`src/rtl/usr_pkg.sv`:
```
package usr_pkg;

  // Encoding equals {j, kn}
  typedef enum logic [1:0] {
    FS_CLR  = 2'b00,
    FS_HOLD = 2'b01,
    FS_TGL  = 2'b10,
    FS_SET  = 2'b11
  } fs_op_e;

  function automatic logic fs_next(fs_op_e op, logic cur);
    logic nxt;
    unique case (op)
      FS_CLR:  nxt = 1'b0;
      FS_SET:  nxt = 1'b1;
      FS_TGL:  nxt = ~cur;
      default: nxt = cur;
    endcase
    return nxt;
  endfunction

endpackage

```
`src/rtl/usr_first_stage.sv`:
```
module usr_first_stage
  import usr_pkg::*;
(
  input  logic load_ni,
  input  logic j_i,
  input  logic kn_i,
  input  logic par_i,
  input  logic cur_i,
  output logic nxt_o
);

  fs_op_e op;

  always_comb begin
    op    = fs_op_e'({j_i, kn_i});
    nxt_o = load_ni ? fs_next(op, cur_i) : par_i;
  end

endmodule

```
`src/rtl/usr_stage_mux.sv`:
```
module usr_stage_mux #(
  parameter int unsigned WIDTH = 4,
  localparam int unsigned UPPER = WIDTH - 1
) (
  input  logic             load_ni,
  input  logic [UPPER-1:0] par_hi_i,  // par bits 1..WIDTH-1
  input  logic [UPPER-1:0] q_lo_i,    // q bits 0..WIDTH-2
  output logic [UPPER-1:0] nxt_hi_o   // next bits 1..WIDTH-1
);

  for (genvar i = 0; i < UPPER; i++) begin : g_stage
    assign nxt_hi_o[i] = load_ni ? q_lo_i[i] : par_hi_i[i];
  end

endmodule

```
`src/rtl/usr_state_reg.sv`:
```
module usr_state_reg #(
  parameter int unsigned WIDTH = 4
) (
  input  logic             clk_i,
  input  logic             rst_ni,
  input  logic [WIDTH-1:0] d_i,
  output logic [WIDTH-1:0] q_o
);

  always_ff @(posedge clk_i or negedge rst_ni) begin
    if (!rst_ni) q_o <= '0;
    else         q_o <= d_i;
  end

endmodule

```
`src/rtl/uni_shift_reg.sv`:
```
module uni_shift_reg #(
  parameter int unsigned WIDTH = 4
) (
  input  logic             clk_i,
  input  logic             rst_ni,
  input  logic             load_ni,
  input  logic             j_i,
  input  logic             kn_i,
  input  logic [WIDTH-1:0] par_i,
  output logic [WIDTH-1:0] q_o,
  output logic             q_last_n_o
);

  localparam int unsigned MSB = WIDTH - 1;

  if (WIDTH < 2) begin : g_bad_width
    initial $error("uni_shift_reg: WIDTH must be at least 2");
  end

  logic [MSB:0] q_q;
  logic [MSB:0] q_d;

  usr_first_stage u_first (
    .load_ni (load_ni),
    .j_i     (j_i),
    .kn_i    (kn_i),
    .par_i   (par_i[0]),
    .cur_i   (q_q[0]),
    .nxt_o   (q_d[0])
  );

  usr_stage_mux #(.WIDTH(WIDTH)) u_mux (
    .load_ni  (load_ni),
    .par_hi_i (par_i[MSB:1]),
    .q_lo_i   (q_q[MSB-1:0]),
    .nxt_hi_o (q_d[MSB:1])
  );

  usr_state_reg #(.WIDTH(WIDTH)) u_reg (
    .clk_i  (clk_i),
    .rst_ni (rst_ni),
    .d_i    (q_d),
    .q_o    (q_q)
  );

  assign q_o        = q_q;
  assign q_last_n_o = ~q_q[MSB];

  assert_load_R3: assert property (@(posedge clk_i) disable iff (!rst_ni)
    !load_ni |=> q_q == $past(par_i));

  assert_shift_R4: assert property (@(posedge clk_i) disable iff (!rst_ni)
    load_ni |=> q_q[MSB:1] == $past(q_q[MSB-1:0]));

  assert_set_R5: assert property (@(posedge clk_i) disable iff (!rst_ni)
    (load_ni && j_i && kn_i) |=> q_q[0]);

  assert_clr_R6: assert property (@(posedge clk_i) disable iff (!rst_ni)
    (load_ni && !j_i && !kn_i) |=> !q_q[0]);

  assert_toggle_R7: assert property (@(posedge clk_i) disable iff (!rst_ni)
    (load_ni && j_i && !kn_i) |=> q_q[0] != $past(q_q[0]));

  assert_hold_R8: assert property (@(posedge clk_i) disable iff (!rst_ni)
    (load_ni && !j_i && kn_i) |=> $stable(q_q[0]));

endmodule

```
`config.mk`:
```
export PLATFORM = sky130hd
export DESIGN_NAME = uni_shift_reg
export DESIGN_NICKNAME = d
export VERILOG_FILES = /design/src/rtl/usr_pkg.sv /design/src/rtl/usr_first_stage.sv /design/src/rtl/usr_stage_mux.sv /design/src/rtl/usr_state_reg.sv /design/src/rtl/uni_shift_reg.sv
export SDC_FILE = /design/constraint.sdc
export NUM_CORES = 1
export LEC_CHECK = 0
export ABC_AREA = 0
export BUFFER_PORTS_ARGS = -buffer_cell sky130_fd_sc_hd__buf_4
export CORE_AREA = 2 2 39 41
export CTS_CLUSTER_SIZE = 20
export DETAILED_ROUTE_END_ITERATION = 12
export DIE_AREA = 0 0 41 43
export PLACE_DENSITY = 0.31
export SYNTH_ARGS = -nofsm -noshare
export SYNTH_HDL_FRONTEND = slang
export SYNTH_HIERARCHICAL = 1
export SYNTH_SLANG_ARGS = --single-unit
```
`constraint.sdc`:
```
create_clock -name clk_i -period 1.9 [get_ports clk_i]
set_input_delay 0.285 -clock clk_i [delete_from_list [all_inputs] [get_ports clk_i]]
set_output_delay 0.285 -clock clk_i [all_outputs]
set_load 0.05 [all_outputs]
```
* Word-level counts from Yosys, hierarchy flattened
Cells that the tools add are included.
** Word-level totals
- Input port bits :: 9
- Output and inout bits :: 5
- Register bits :: 4
** Operators by class
- Equality and inequality tests :: 3
- Multiplexer cells :: 5
- Bitwise logic cells :: 2
- Reduce and logical (&&, ||, !) cells :: 1
** Operators by type and width (number)
- $eq 2x2->1 const B :: 2
- $mux 1 :: 4
- $ne 4x1->1 const B :: 1
- $pmux 1 s3 :: 1
- $logic_not 2->1 :: 1
- $not 1->1 :: 2

* Logic depth before layout (Yosys ltp)
Gate-level depths: netlist of run 1.
- Depth after elaboration :: 3
- Depth in mapped cells :: 2
- Mapped depth without buffers :: 2

* Modules after synthesis
Netlist of run 1, hierarchy kept.
** Modules (own cells, without submodules)
- usr_state_reg :: sequential area each 100.1 µm², area an instance 100.1 µm², instances 1, cells an instance 4
- usr_stage_mux :: sequential area each 0.0 µm², area an instance 33.8 µm², instances 1, cells an instance 3
- usr_first_stage :: sequential area each 0.0 µm², area an instance 18.8 µm², instances 1, cells an instance 3
- uni_shift_reg :: sequential area each 0.0 µm², area an instance 3.8 µm², instances 1, cells an instance 1

* Least setup slack after synthesis of run 1
No wires, ideal clock.
- Path type :: register to output
- Start :: reg u_reg.q_o[3]
- End :: out q_last_n_o
- Arrival time :: 942 ps
- Stages on the path, launching flop included :: 2
- Data required time :: 1615 ps
- Buffers on the path :: 0
- Setup slack :: 673 ps
- Cell sequence :: dfrtp_1 inv_1
** On the way
- Word-level cells in the longest chain between the ends :: 1
** RTL lines
- start: declaration :: line usr_state_reg.sv:7 : output logic [WIDTH-1:0] q_o
- start signal: assignment :: line usr_state_reg.sv:12 : else q_o <= d_i;
- $not 1->1 :: line uni_shift_reg.sv:47 : assign q_last_n_o = ~q_q[MSB];
- end: declaration :: line uni_shift_reg.sv:11 : output logic q_last_n_o
No other way between the ends.

* Worst setup path after layout of run 1
Ends and elaborated chain as after synthesis.

==> summary.md, run 1 <==
| Metric | Value |
|---|---|
| Status | `finished clean` |
| Leak pwr | `0.153 nW` |
| Flops & latches, synth | `4` |
| WL/cell | `9.68 µm` |
| Fin. Hold Viols | `0` |
| Top reg by flops | `u_reg/q_o` |
| Yosys top cell area share | `64.0%` |
| HP Class | `in2reg` |
| Die footprint | `between 1500 and 2000 µm²` |
| Wire length on met1 | `167 µm` |
| Syn Nets | `20` |
| Most frequent cells in the layout | `13 x buf_4, 4 x dfrtp_1, 3 x clkbuf_4, 3 x mux2_2` |
| Row count | `14` |
| Core Box Area | `1380 µm²` |
| Die Ht | `43 µm` |
| H-Tree Level Count | `1` |
| WS Path Type | `reg2out` |
| Initial antenna violation count | `0` |
| Top Layer Used | `met3` |
| Setup TNS | `0 ns` |
| Max incr delay on CP | `0.36 ns` |
| Routed Antenna Nets | `0` |
| Via density | `3.52` |
| Congestion Overflow GR | `0` |
| Worst-margin pin slew | `0.114 ns` |
| Vias in the first global route | `around 170` |
| Hold path cells | `2` |
| Crit. path cell count | `2` |
| Met2 routed WL | `176 µm` |
| ANT cells | `0` |
| Worst Skew | `0.00448 ns` |
| Clk slew on worst S/H paths | `0.04 ns` |
| IO Pins | `14` |
| Largest fanout on the critical path | `2` |
| Starting DRT DRC Count | `2` |
| Pre-Repair DR Iteration Count | `4` |
| Hold endpoint | `u_reg/q_o[0]$_DFF_PN0_` |
| Die span in x | `a little over 40 µm` |
| Residual DRC count | `0` |
| Layout cells sized above 1 | `between 60% and 70%` |
| Cells after synthesis | `11` |
| IO buf count | `13` |
| CTS root buffer | `clkbuf_4` |
| Fill count | `~150` |
| Maximum capacitance violations | `0` |
| R2R Setup Slk | `~1.1 ns` |
| CTS buffer count | `3` |
| Post-synth top area cell | `dfrtp_1` |
| Final Critical Period | `1.13 ns` |
| Dpl cells | `40` |
| Period utilization | `between 50 and 60%` |
| Final WS setup | `about 0.77 ns` |
| Power per Cell Area | `between 900 and 1000 nW/µm²` |
| Synthesis-to-finish area growth | `96.0%` |
| R2R Path Start | `u_reg/q_o[0]$_DFF_PN0_` |
| Routed vias | `155` |
| Post-route insts no fill | `44` |
| Clk_lat worst skew | `0.24 ns` |
| Slew Viols, Final | `0` |
| Synth warn | `6` |
| Final core utilization | `roughly 22%` |
| Met3 wire length | `82 µm` |
| First-pass GRT wire length | `~660 µm` |
| Largest net degree at the start of global routing | `6` |
| Sequential share of the synthesized area | `64.0%` |
| Hold_ws | `0.267 ns` |
| Clock tree sinks | `4` |
| Synthesized area | `156 µm²` |
| Slew margin rel. | `between 90% and 100%` |
| Routability cong. | `0.537` |
| Regs by FF count | `u_reg/q_o x4` |
| CP endpoint kind | `output pin` |
| Pre-CTS WS | `1.03 ns` |
| Reg2reg end | `u_reg/q_o[1]$_DFF_PN0_` |
| All-Layer GR Usage | `6.65%` |
| Worst path slowest cell | `dfrtp_1` |
| Fmax | `0.888 GHz` |
| Largest cells by area after synthesis | `dfrtp_1 64%, mux2_2 22%, mux2i_1 6.4%, a21oi_1 3.2%, inv_1 2.4%` |
| Startpoint Class | `register` |
| RSZ-0062 raised after global routing | `false` |
| Worst r2r path cells | `1` |
| CTS tree | `yes` |
| Most common cell after layout, fill and taps aside | `buf_4` |
| Post-CTS sizing | `0` |
| Final setup viols | `0` |
| Max reg flops | `4` |
| Library cells used by synthesis | `6` |
| WP data required | `around 1.6 ns` |
| CP top delay family | `flip-flops` |
| Worst Hold Launch | `load_ni` |
| Critical Path AT | `0.84 ns` |
| Drt total wl | `approximately 430 µm` |
| WP buf/inv | `2` |
| Peak supply drop | `0.309 mV` |
| Crit-path cells | `inv_1 -> buf_4` |
| Synthesized area per cell | `14.2 µm²` |
| Initial Utilization | `11.3%` |
| Final Net Count | `39` |
| Clock Path Buffers | `2` |
metrics by stage:
step                      area [µm²]  power (W)
after detailed placement         274   0.000183
final                            307   0.000293
after floorplan                  156   0.000148
after global routing             307   0.000315
after global placement           274   0.000183
after CTS                        307   0.000300
how the worst max path moves through the flow:
stage	from	endpoint	slack (ns)
after floorplan	u_reg/q_o[3]$_DFF_PN0_	q_last_n_o	0.67
after global placement	u_reg/q_o[3]$_DFF_PN0_	q_last_n_o	1.03
after detailed placement	u_reg/q_o[3]$_DFF_PN0_	q_last_n_o	1.03
after CTS	u_reg/q_o[3]$_DFF_PN0_	q_last_n_o	0.76
after global routing	u_reg/q_o[3]$_DFF_PN0_	q_last_n_o	0.71
final	u_reg/q_o[3]$_DFF_PN0_	q_last_n_o	0.77
synthesized netlist by cell type:
cell type / count
dfrtp_1: 4
mux2_2: 3
a21oi_1: 1
inv_1: 1
mux2i_1: 1
nor2_1: 1
kinds of logic after synthesis:
logic type      count (synthesis)  synth area share, %
compound gates                  1                 3.20
buf+inv                         1                 2.40
mux                             4                 28.0
simple gates                    1                 2.40
flops                           4                 64.0
metal layers:
metal  vias up  global-route usage [%]
met5         -                       0
met3         0                    7.85
met2        17                    7.81
met1        65                    5.52
li1         73                       -
met4         0                    6.00
timing repair:
| action | CTS | global route |
|---|---|---|
| setup buffers | 0 | 0 |
| hold buffers | 1 | 0 |
| hold endpoints to repair | 4 | 0 |
power breakdown:
group | internal [W] | switching (W) | total [W]
Sequential | 0.0000940 | 0.00000445 | 0.0000984
Clock | 0.0000710 | 0.0000397 | 0.000111
Combinational | 0.0000331 | 0.0000508 | 0.0000839
layout make-up:
type / instances / area [µm²] / area share [%]
multi-input combinational: 6 / 52.6 / 17.1
clock buffer: 3 / 22.5 / 7.35
inverter: 1 / 3.75 / 1.22
tap: 16 / 20.0 / 6.53
timing repair buffer: 14 / 108 / 35.1
sequential: 4 / 100 / 32.7
No activity file was read; power rests on OpenSTA's default activity.
==> run 2: changes to the inputs <==
clock period = 1.1 ns   (was 1.9 ns; I/O delays follow)
==> run 2 against run 1 <==
Clock power increased by 80%; clock skew decreased by 0.0013 ns; die area unchanged; worst setup slack got worse by 0.73 ns; non-clock buffer count unchanged; hold slack got worse by 0.12 ns; design area increased by 2.9%; critical path depth unchanged; global-route usage decreased by 0.71 points; via count decreased by 1.3%; first-iteration DRC count increased to 2.5 times the previous value; core utilization increased by 0.63 points; critical path type unchanged.
==> summary.md, run 2 (same netlist as run 1, synthesis figures left out) <==
| Metric | Value |
|---|---|
| Die footprint | `1760 µm² (unchanged)` |
| Max incr delay on CP | `0.41 ns (+0.05 ns)` |
| Residual DRC count | `0 (unchanged)` |
| M1 GR Usage | `6.15% (+0.63 points)` |
| Worst path slowest cell | `dfrtp_2` |
| Max reg flops | `4 (unchanged)` |
| Final setup viols | `0 (unchanged)` |
| Fin. Hold Viols | `0 (unchanged)` |
| Regs by FF count | `u_reg/q_o x4` |
| Most frequent cells in the layout | `13 x buf_4, 3 x clkbuf_4, 3 x mux2_2, 3 x dfrtp_1` |
| Worst r2r path cells | `1 (unchanged)` |
| Post-CTS sizing | `0 (unchanged)` |
| Drt total wl | `410 µm (-3.8%)` |
| Period utilization | `a little over nine tenths` |
| Initial antenna violation count | `0 (unchanged)` |
| Met2 global-route usage | `6.88% (-0.94 points)` |
| CTS root buffer | `clkbuf_4` |
| ANT cells | `0 (unchanged)` |
| Slew Viols, Final | `0 (unchanged)` |
| Fmax | `0.948 GHz` |
| Critical Path AT | `0.89 ns (+0.05 ns)` |
| Row count | `14 (unchanged)` |
| Final Net Count | `39 (unchanged)` |
| WS Path Type | `reg2out` |
| Routed Antenna Nets | `0 (unchanged)` |
| Core Box Area | `1380 µm² (unchanged)` |
| GR peak layer | `met2` |
| WL/cell | `9.11 µm (-5.9%)` |
| Worst-margin pin slew | `0.129 ns (+0.0151 ns)` |
| WP buf/inv | `2 (unchanged)` |
| Die Ht | `43 µm (unchanged)` |
| Clock Path Buffers | `2 (unchanged)` |
| Routed vias | `153 (-1.3%)` |
| Hold path cells | `2 (unchanged)` |
| HP Class | `in2reg` |
| Vias in the first global route | `165 (-2.4%)` |
| CTS buffer count | `3 (unchanged)` |
| Final WS setup | `0.0454 ns (-0.728 ns)` |
| Routability cong. | `0.536 (-0.20%)` |
| RSZ-0062 raised after global routing | `false` |
| Postcts setup bufs | `0 (unchanged)` |
| Initial Utilization | `11.3% (unchanged)` |
| CTS tree | `yes` |
| Worst Skew | `0.00319 ns (-0.00130 ns)` |
| IO Pins | `14 (unchanged)` |
| Leak pwr | `0.148 nW (-3.3%)` |
| Top reg by flops | `u_reg/q_o` |
| Pre-Repair DR Iteration Count | `2 (-2)` |
| Final Critical Period | `1.05 ns` |
| CP top delay family | `flip-flops` |
| First-pass GRT wire length | `607 µm (-7.3%)` |
| WP data required | `0.94 ns (-0.68 ns)` |
| Clk slew on worst S/H paths | `0.04 ns (about the same)` |
| All-Layer GR Usage | `5.94% (-0.71 points)` |
| Startpoint Class | `register` |
| Largest fanout on the critical path | `2 (unchanged)` |
| Slew margin rel. | `91.2% (-1.0 points)` |
| IO buf count | `13 (unchanged)` |
| Largest net degree at the start of global routing | `6 (unchanged)` |
| Clk_lat worst skew | `0.23 ns (about the same)` |
| Starting DRT DRC Count | `5 (+3)` |
| Power per Cell Area | `1650 nW/µm² (+72%)` |
| Via density | `3.40 (-3.5%)` |
| Setup TNS | `0 ns (unchanged)` |
| Crit-path cells | `clkinvlp_4 -> buf_4` |
| Most common cell after layout, fill and taps aside | `buf_4` |
| Crit. path cell count | `2 (unchanged)` |
| H-Tree Level Count | `1 (unchanged)` |
| Met3 Use GR | `4.71% (-3.1 points)` |
| Peak supply drop | `0.383 mV (+24%)` |
| Hold-fix buffers, CTS | `1 (unchanged)` |
| Die span in x | `41 µm (unchanged)` |
| Synthesis-to-finish area growth | `102%` |
| CP endpoint kind | `output pin` |
| Status | `finished clean` |
| Pre-CTS WS | `0.294 ns (-0.732 ns)` |
| Layout cells sized above 1 | `72.4% (+4.6 points)` |
| Maximum capacitance violations | `0 (unchanged)` |
| Congestion Overflow GR | `0 (unchanged)` |
| Clock tree sinks | `4 (unchanged)` |
run 2: final cells by class:
type                            count  area [µm²]
Fill cell                         157        1070
Timing Repair Buffer               14         108
Sequential cell                     4         101
Multi-Input combinational cell      6        52.6
Clock buffer                        4        26.3
Tap cell                           16        20.0
Inverter                            1        7.51
run 2: path summary, 6_finish.rpt:
path                                          end  slack (ns)              startpoint
hold reg to reg            u_reg/q_o[2]$_DFF_PN0_        0.51  u_reg/q_o[1]$_DFF_PN0_
hold / removal             u_reg/q_o[0]$_DFF_PN0_        0.15                 load_ni
setup reg to reg           u_reg/q_o[1]$_DFF_PN0_        0.32  u_reg/q_o[0]$_DFF_PN0_
max in group asynchronous  u_reg/q_o[3]$_DFF_PN0_        0.72                  rst_ni
setup / recovery                       q_last_n_o        0.05  u_reg/q_o[3]$_DFF_PN0_
min in group asynchronous  u_reg/q_o[1]$_DFF_PN0_        0.27                  rst_ni
run 2: per-layer routing:
layer / vias to the layer above / wire length (µm)
met1: 64 / 167
met4: 0 / 0
li1: 75 / -
met5: - / 0
met3: 0 / 75
met2: 14 / 167
run 2: through the flow:
stage               total power, W  cell area (µm²)  std cells  utilization [%]  hold slack, ns
floorplan                 0.000259              161         11                -          -0.131
global placement          0.000319              279         40             20.2         -0.0342
detailed placement        0.000320              279         40             20.2         -0.0347
CTS                       0.000537              315         45             22.8           0.138
global route              0.000558              315         45             22.8           0.156
finish                    0.000520              315         45             22.8           0.151
run 2: where the power goes:
part | leakage, nW | internal [W] | switching [W]
clock | 0.0150 | 0.000136 | 0.0000637
sequential | 0.0450 | 0.000163 | 0.0000105
combinational | 0.0880 | 0.0000580 | 0.0000880
total | 0.148 | 0.000357 | 0.000162
==> run 3: changes to the inputs <==
GPL_TIMING_DRIVEN = 0   (was unset)
==> run 3 against run 2 <==
Hold slack improved by 0.0065 ns; combinational power about the same; sequential share of layout area decreased by 0.38 points; clock power about the same; core utilization increased by 0.27 points; die area unchanged; first-iteration DRC count decreased by 100%; worst setup slack improved by 0.027 ns; routed wire length increased by 4.4%; critical path depth unchanged; clock-buffer cell count unchanged; power increased by 1.1%.
==> summary.md, run 3 (same netlist as run 1, synthesis figures left out) <==
| Metric | Value |
|---|---|
| Status | `finished clean` |
| Crit. path cell count | `2 (unchanged)` |
| Drt total wl | `428 µm (+4.4%)` |
| CTS root buffer | `clkbuf_4` |
| ANT cells | `0 (unchanged)` |
| Clk slew on worst S/H paths | `0.05 ns (about the same)` |
| Fmax | `0.973 GHz (+2.6%)` |
| Dpl cells | `40 (unchanged)` |
| RSZ-0062 raised after global routing | `false` |
| Vias in the first global route | `151 (-8.5%)` |
| Slew Viols, Final | `0 (unchanged)` |
| Die Ht | `43 µm (unchanged)` |
| Core Box Area | `1380 µm² (unchanged)` |
| Die span in x | `41 µm (unchanged)` |
| Worst Skew | `0.00932 ns (+0.00614 ns)` |
| Clock Path Buffers | `2 (unchanged)` |
| Leak pwr | `0.149 nW (+0.84%)` |
| CP top delay family | `flip-flops` |
| Starting DRT DRC Count | `0 (-5)` |
| Worst r2r path cells | `1 (unchanged)` |
| Regs by FF count | `u_reg/q_o x4` |
| Final Critical Period | `1.03 ns (-0.0269 ns)` |
| WS Path Type | `reg2out` |
| CTS buffer count | `3 (unchanged)` |
| Final setup viols | `0 (unchanged)` |
| WP data required | `0.94 ns (about the same)` |
| Routability cong. | `0.519 (-3.2%)` |
| Setup TNS | `0 ns (unchanged)` |
| WL/cell | `9.51 µm (+4.4%)` |
| IO buf count | `13 (unchanged)` |
| Pre-CTS WS | `0.292 ns (-0.00210 ns)` |
| Top reg by flops | `u_reg/q_o` |
| Clock tree sinks | `4 (unchanged)` |
| Critical Path AT | `0.86 ns (-0.03 ns)` |
| GR peak layer | `met3` |
| IO Pins | `14 (unchanged)` |
| Most common cell after layout, fill and taps aside | `buf_4` |
| CTS tree | `yes` |
| CP endpoint kind | `output pin` |
| Synthesis-to-finish area growth | `104%` |
| Row count | `14 (unchanged)` |
| Via density | `3.40 (unchanged)` |
| Max reg flops | `4 (unchanged)` |
| Die footprint | `1760 µm² (unchanged)` |
| Met2 global-route usage | `7.81% (+0.94 points)` |
| Clk_lat worst skew | `0.24 ns (about the same)` |
| Initial Utilization | `11.3% (unchanged)` |
| Layout cells sized above 1 | `72.4% (unchanged)` |
| Hold_ws | `0.157 ns (+0.00655 ns)` |
| Startpoint Class | `register` |
| Final Net Count | `39 (unchanged)` |
| Pre-Repair DR Iteration Count | `1 (-1)` |
| WP buf/inv | `2 (unchanged)` |
| Initial antenna violation count | `0 (unchanged)` |
| Met3 Use GR | `8.38% (+3.7 points)` |
| Hold path cells | `2 (unchanged)` |
| Peak supply drop | `0.540 mV (+41%)` |
| All-Layer GR Usage | `6.24% (+0.30 points)` |
| Fin. Hold Viols | `0 (unchanged)` |
| Period utilization | `93.4% (-2.4 points)` |
| Maximum capacitance violations | `0 (unchanged)` |
| Routed vias | `153 (unchanged)` |
| Post-route insts no fill | `45 (unchanged)` |
| Crit-path cells | `clkinvlp_4 -> buf_6` |
| Slew margin rel. | `91.6% (+0.41 points)` |
| Routed Antenna Nets | `0 (unchanged)` |
| Residual DRC count | `0 (unchanged)` |
| H-Tree Level Count | `1 (unchanged)` |
| Worst path slowest cell | `dfrtp_2` |
| Largest fanout on the critical path | `2 (unchanged)` |
| Power per Cell Area | `1650 nW/µm² (about the same)` |
| M1 GR Usage | `5.83% (-0.32 points)` |
| Most frequent cells in the layout | `12 x buf_4, 3 x clkbuf_4, 3 x mux2_2, 3 x dfrtp_1` |
| Largest net degree at the start of global routing | `6 (unchanged)` |
| R2R Setup Slk | `0.31 ns (about the same)` |
| Postcts setup bufs | `0 (unchanged)` |
| Worst-margin pin slew | `0.123 ns (-0.00602 ns)` |
| Max incr delay on CP | `0.41 ns (about the same)` |
| Congestion Overflow GR | `0 (unchanged)` |
| Final WS setup | `0.0724 ns (+0.0269 ns)` |
| First-pass GRT wire length | `627 µm (+3.3%)` |
| HP Class | `in2reg` |
-- run 3: cell count changes in the layout (fill, tap and decap cells not counted) --
cell	before	now
buf_6	0	1
buf_4	13	12
-- run 3: final cells by class --
class                   instances  area, µm²
repair buffers                 14        111
flip-flops and latches          4        101
well taps                      16       20.0
clock buffers                   4       26.3
multi-input cells               6       52.6
fillers                       156       1060
inverters                       1       7.51
-- run 3: per-layer routing --
metal / vias to the layer above / share of wire (%)
met3: 0 / 17
met4: 0 / 0
met2: 14 / 41
li1: 73 / -
met5: - / 0
met1: 66 / 43
-- run 3: repair_timing --
item / in CTS / in global routing
endpoints found under the setup margin: 0 / 1
endpoints found under the hold margin: 4 / 0
hold buffers: 1 / 0
resized for setup: 0 / 1
-- run 3: path summary, 6_finish.rpt --
path	startpoint	endpoint
max	u_reg/q_o[3]$_DFF_PN0_	q_last_n_o
min	load_ni	u_reg/q_o[0]$_DFF_PN0_
max reg2reg	u_reg/q_o[0]$_DFF_PN0_	u_reg/q_o[1]$_DFF_PN0_
min reg2reg	u_reg/q_o[1]$_DFF_PN0_	u_reg/q_o[2]$_DFF_PN0_
max in group asynchronous	rst_ni	u_reg/q_o[0]$_DFF_PN0_
min in group asynchronous	rst_ni	u_reg/q_o[2]$_DFF_PN0_
-- run 3: power breakdown --
part	total [W]	leakage (nW)	switching [W]	internal [W]
Sequential	0.000174	0.0450	0.0000107	0.000163
Clock	0.000203	0.0150	0.0000666	0.000137
Combinational	0.000149	0.0892	0.0000882	0.0000604
Total	0.000525	0.149	0.000165	0.000360
-- run 3: per-stage QoR --
step | instance area, µm² | total power (W) | utilization [%]
2_1_floorplan | 161 | 0.000259 | -
5_1_grt | 319 | 0.000567 | 23.1
3_5_place_dp | 279 | 0.000320 | 20.2
6_report | 319 | 0.000525 | 23.1
3_3_place_gp | 279 | 0.000320 | 20.2
4_1_cts | 315 | 0.000537 | 22.8
